### config.mk
export PLATFORM = sky130hd
export DESIGN_NAME = sar_sequencer
export DESIGN_NICKNAME = d
export VERILOG_FILES = /design/src/rtl/sar_sequencer.sv
export SDC_FILE = /design/constraint.sdc
export NUM_CORES = 1
export LEC_CHECK = 0
export CAP_MARGIN = 25
export CORE_MARGIN = 2
export CORE_UTILIZATION = 35
export CTS_CLUSTER_DIAMETER = 30
export DETAILED_ROUTE_END_ITERATION = 8
export GPL_TIMING_DRIVEN = 0
export PLACE_DENSITY_LB_ADDON = 0.2
export SYNTH_ARGS = -nofsm -noshare
export SYNTH_HDL_FRONTEND = slang
export SYNTH_SLANG_ARGS = --single-unit
### constraint.sdc
create_clock -name clk -period 4.1 [get_ports clk]
set_input_delay 0.82 -clock clk [delete_from_list [all_inputs] [get_ports clk]]
set_output_delay 0.82 -clock clk [all_outputs]
set_load 0.05 [all_outputs]
### src/rtl/sar_sequencer.sv
module sar_sequencer #(
  parameter int RES = 8,
  parameter int NCH = 4,
  localparam int CW = $clog2(NCH),
  localparam int BW = $clog2(RES)
) (
  input  logic           clk,
  input  logic           rst_n,
  input  logic           wr_en,
  input  logic [2:0]     addr,
  input  logic [RES-1:0] wdata,
  output logic [RES-1:0] rdata,
  output logic [CW-1:0]  mux_sel,
  output logic [RES-1:0] dac_code,
  input  logic           cmp_in,
  input  logic           trig_in,
  output logic           irq
);

  localparam logic [1:0] S_IDLE = 2'd0, S_SAMP = 2'd1, S_BITS = 2'd2;
  localparam logic [1:0] M_DUAL = 2'b01, M_STEP = 2'b10;
  localparam logic [RES-1:0] MSB_TRIAL = {1'b1, {(RES-1){1'b0}}};

  logic [1:0]     state;
  logic [RES-1:0] cfg_q, sar, sar_nx;
  logic [RES-1:0] res_q [NCH];
  logic [BW-1:0]  bit_q;
  logic [1:0]     run_mode;
  logic [CW-1:0]  mux_q, widx;
  logic           slot_q, step_q, armed_q, done_q;

  wire [CW-1:0] ch_a    = cfg_q[CW+2:3];
  wire [CW-1:0] ch_b    = cfg_q[2*CW+2:CW+3];
  wire          tsrc    = cfg_q[2];
  wire          cmd_wr  = wr_en && addr == 3'd2;
  wire          start_wr = cmd_wr && wdata[0];
  wire          stop_wr = cmd_wr && wdata[1];
  wire          clr_wr  = wr_en && addr == 3'd1 && !wdata[0];
  wire          busy    = state != S_IDLE;
  wire          is_dual = run_mode == M_DUAL;
  wire          is_step = run_mode == M_STEP;
  wire          last    = state == S_BITS && bit_q == '0;
  wire          finish  = last && !stop_wr && !(is_dual && !slot_q);
  wire          launch  = !busy && !stop_wr && (tsrc ? (armed_q && trig_in) : start_wr);
  wire          l_slot  = (cfg_q[1:0] == M_STEP) ? step_q : 1'b0;

  assign mux_sel  = mux_q;
  assign dac_code = sar;
  assign irq      = done_q;

  always_comb begin
    sar_nx = sar;
    sar_nx[bit_q] = cmp_in;
    if (bit_q != '0) sar_nx[bit_q-1'b1] = 1'b1;
  end

  always_comb widx = (is_dual || is_step) ? CW'(slot_q) : mux_q;

  always_comb begin
    rdata = '0;
    if (addr[2]) rdata = res_q[addr[CW-1:0]];
    else if (addr == 3'd0) rdata = cfg_q;
    else if (addr == 3'd1) rdata = RES'({armed_q, busy, done_q});
  end

  always_ff @(posedge clk or negedge rst_n) begin
    if (!rst_n) begin
      state    <= S_IDLE;
      cfg_q    <= '0;
      sar      <= '0;
      bit_q    <= '0;
      run_mode <= '0;
      mux_q    <= '0;
      slot_q   <= 1'b0;
      step_q   <= 1'b0;
      armed_q  <= 1'b0;
      done_q   <= 1'b0;
      for (int i = 0; i < NCH; i++) res_q[i] <= '0;
    end else begin
      if (wr_en && addr == 3'd0) cfg_q <= wdata;

      if (finish) done_q <= 1'b1;
      else if (clr_wr) done_q <= 1'b0;

      if (stop_wr) begin
        state   <= S_IDLE;
        armed_q <= 1'b0;
        step_q  <= 1'b0;
      end else begin
        if (start_wr && tsrc && !busy) armed_q <= 1'b1;
        case (state)
          S_IDLE: if (launch) begin
            state    <= S_SAMP;
            run_mode <= cfg_q[1:0];
            slot_q   <= l_slot;
            mux_q    <= l_slot ? ch_b : ch_a;
          end
          S_SAMP: begin
            sar   <= MSB_TRIAL;
            bit_q <= BW'(RES-1);
            state <= S_BITS;
          end
          default: begin
            sar <= sar_nx;
            if (bit_q != '0) bit_q <= bit_q - 1'b1;
            else begin
              res_q[widx] <= sar_nx;
              if (is_dual) begin
                state  <= S_SAMP;
                slot_q <= !slot_q;
                mux_q  <= slot_q ? ch_a : ch_b;
              end else begin
                state <= S_IDLE;
                if (is_step) step_q <= !step_q;
                else armed_q <= 1'b0;
              end
            end
          end
        endcase
      end
    end
  end

  a_r1_msb_first: assert property (@(posedge clk) disable iff (!rst_n)
    (state == S_SAMP && !stop_wr) |=> (dac_code == MSB_TRIAL && state == S_BITS));

  a_r2_sel_held: assert property (@(posedge clk) disable iff (!rst_n)
    (state == S_BITS) |-> $stable(mux_sel));

  a_r7_set_wins: assert property (@(posedge clk) disable iff (!rst_n)
    finish |=> irq);

  a_r7_clear: assert property (@(posedge clk) disable iff (!rst_n)
    (irq && clr_wr && !finish) |=> !irq);

  a_r8_start_ignored: assert property (@(posedge clk) disable iff (!rst_n)
    (busy && start_wr && !stop_wr && !finish) |=> ($stable(armed_q) && state != S_IDLE));

  a_r10_stop: assert property (@(posedge clk) disable iff (!rst_n)
    stop_wr |=> (state == S_IDLE && !armed_q));

endmodule

==> results of run 1 <==
layer usage:
layer / global-route usage [%] / vias to the layer above / part of all wire (%)
li1: - / 1113 / -
met4: 3.27 / 0 / 0.76
met2: 25.2 / 41 / 47
met5: 0 / - / 0
met1: 22.8 / 1175 / 48
met3: 4.44 / 5 / 3.9
flip-flops by register name, summed over array words and instances (netlist names):
register and flops:
cfg_q 8, state 2, irq 1, mux_sel 2, step_q 1, run_mode 2
slot_q 1, armed_q 1, res_q 32, bit_q 3, dac_code 8
where the power goes:
group	switching, mW	internal (mW)
logic	0.769	0.492
clock network	0.249	0.360
registers	0.137	0.780
total	1.15	1.63
path summary, 6_finish.rpt:
kind | to
min in group asynchronous | dac_code[2]
max reg2reg | res_q[5]
max in group asynchronous | res_q[24]
min | res_q[5]
min reg2reg | res_q[5]
max | rdata[2]
area by class of cell:
cell class,instances,area (um^2),area share (%)
buffer,19,113,2.87
timing repair buffer,30,298,7.58
clock inverter,5,83.8,2.13
multi-input combinational,195,1610,40.9
sequential,61,1530,38.8
tap,111,139,3.53
inverter,6,22.5,0.573
clock buffer,11,141,3.60
placed cells by master (no fill, tap or decap), types with 8 or more instances in the layout:
master,instances
clkdlybuf4s50_1,29
mux2_1,24
nor2_1,20
mux4_2,8
dfrtp_1,61
clkbuf_8,10
a21oi_1,18
mux2i_1,11
nand2_1,20
cells by family after synthesis:
group | after synthesis | share of synthesized area (%)
compound gates | 61 | 13.4
xor+xnor | 3 | 0.804
fa+ha+maj | 4 | 1.53
buf+inv | 25 | 4.13
flops | 61 | 46.7
mux | 51 | 20.3
simple gates | 76 | 13.2
metrics by stage:
| stage | hold WS [ns] | cells |
|---|---|---|
| after global routing | 0.503 | 438 |
| after global placement | 0.463 | 422 |
| after floorplan | 0.452 | 281 |
| final | 0.486 | 438 |
| after detailed placement | 0.474 | 422 |
| after CTS | 0.490 | 438 |
worst reg2reg max path: cells and delay by family (launching register included):
family / cells / cell delay [ns]
flops: 1 / 0.43
compound gates: 1 / 0.40
simple gates: 1 / 0.27
mux: 1 / 0.34
fa+ha+maj: 1 / 0.31
buf+inv: 3 / 0.68
==> flow_summary.yaml, run 1 <==
run:
  cap_violations: 0
pwr:
  p_per_area_nw_per_um2: 709
  peakVddDrop_v: 0.000279
  power_mw: 2.79
  p_leak_nw: 1.49
worst_setup_path:
  r2r_setup_slack_ns: 1.55
  required_ns: 3.28
  arrival_ns: 2.78
  slowest_stage: "clkdlybuf4s50_1"
  crit_path_max_fanout: 10
  path_depth: 6
  startpoint: "addr[0]"
  max_stage_delay_ns: 0.73
  cp_cell_sequence: "buf_4 -> buf_2 -> mux4_2 -> nand2_1 -> o31ai_1 -> clkdlybuf4s50_1"
  worstSetupPathType: "in -> out"
  reg2reg_depth: 7
  worstSetupStartpointType: "input port"
  r2r-start: "bit_q[0]"
  cp-end-kind: "primary output"
  critPathBufInv: 3
  critPathTopFamily: "buffers and inverters"
synth:
  netlist.top_cell.by_area: "dfrtp_1"
  netlist_area_um2: 3270
  synth-edff-count: 0
  syn_inst: 281
  yosysWarnings: 0
  ys_types: 53
  synth_seq_cells: 61
  synth.avg_cell_area_um2: 11.6
  synth-seq-area-share_pct: 46.7
  syn_nets: 301
  synth.area.top_cells: "dfrtp_1 47%, mux2_1 8.3%, mux4_2 5.5%"
  synth_top_area_share_pct: 46.7
  yosysMostFrequentCell: "dfrtp_1"
  ys.flop_type: "dfrtp_1"
  synthTopCellsByCount: "61 x dfrtp_1, 24 x mux2_1, 20 x nand2_1, 20 x nor2_1, 18 x a21oi_1"
  synth-async-reset-ratio_pct: 100
clocking:
  clock-root-buffer: "clkbuf_8"
  cts_setup_buffers: 0
  cts_buffers: 9
  post_cts_resized: 0
  clk_latency_ns: 0.34
  cts_tree: "yes"
  clockBufferDepth: 2
  cts.sinks: 61
  h-tree-depth: 3
  ctsHoldBuffers: 0
  path_clk_slew_ns: 0.07
timing:
  fin_crit_sh_pct: 87.8
  drv_slew: 0
  finalSetupViolations: 0
  tns_ns: 0
  hold_viol_final: 0
  period_minus_slack_ns: 3.60
  slew_headroom_pct: 46.6
  clock_skew_ns: 0.00926
  grt_setup_unrepaired: "false"
  tightest_slew_ns: 0.801
  fmax_mhz: 278
  postLayoutSetupSlackWorst_ns: 0.501
status:
  status: "completed"
detailed_routing:
  viasPerCell: 5.33
  drtIter0Drc: 95
  drc: 0
  avgRoutedWirePerCell_um: 17.2
  drt-total-wl_mm: 7.53
  route.antenna.remaining_nets: 0
  dr.pass1.iters: 4
  routed-via-count: 2334
hold_path:
  min_path_type: "reg -> reg"
  hp-start: "res_q[5]"
  worstHoldPathCells: 1
floorplanning:
  pin_count: 35
  core_region_area_um2: 9150
  row_count: 35
  die_x_um: 101
  dieArea_um2: 10100
  die_y_um: 101
  start_util_pct: 35.7
global_routing:
  grt_max_degree: 62
  grt_pass1_wl_mm: 12.5
  grt_pass1_vias: 2319
  overflow: 0
  grt_util_all_layers_pct: 16.2
  antenna_found_initial: 0
layout:
  drive_gt1_share_pct: 16.8
  area_growth_pct: 20.3
  fillers: 875
  num_antenna_cells: 0
  nets: 342
  final_core_util_pct: 42.9
  stdcell_area_um2: 3930
place:
  place_area_um2: 3700
  routabilityCongestion: 0.772
  numPortBuffers: 30
  hpwlAfterDp_mm: 5.32
  dp_slack_ns: 0.455
Note: power is estimated with default switching activity, not from simulation.
==> inputs of run 2 (changes only) <==
Clock period 4.1 ns to 4.3 ns, I/O delays scaled along.
==> results of run 2 <==
Same layout as run 1 (identical final DEF). Status: completed.
Main changes from that run: setup slack after placement 0.455 ns -> 0.575 ns; setup slack after layout 0.501 ns -> 0.621 ns; register-to-register setup slack 1.55 ns -> 1.75 ns; total power 2.79 mW -> 2.66 mW; worst IR drop on VDD 0.000279 V -> 0.000266 V
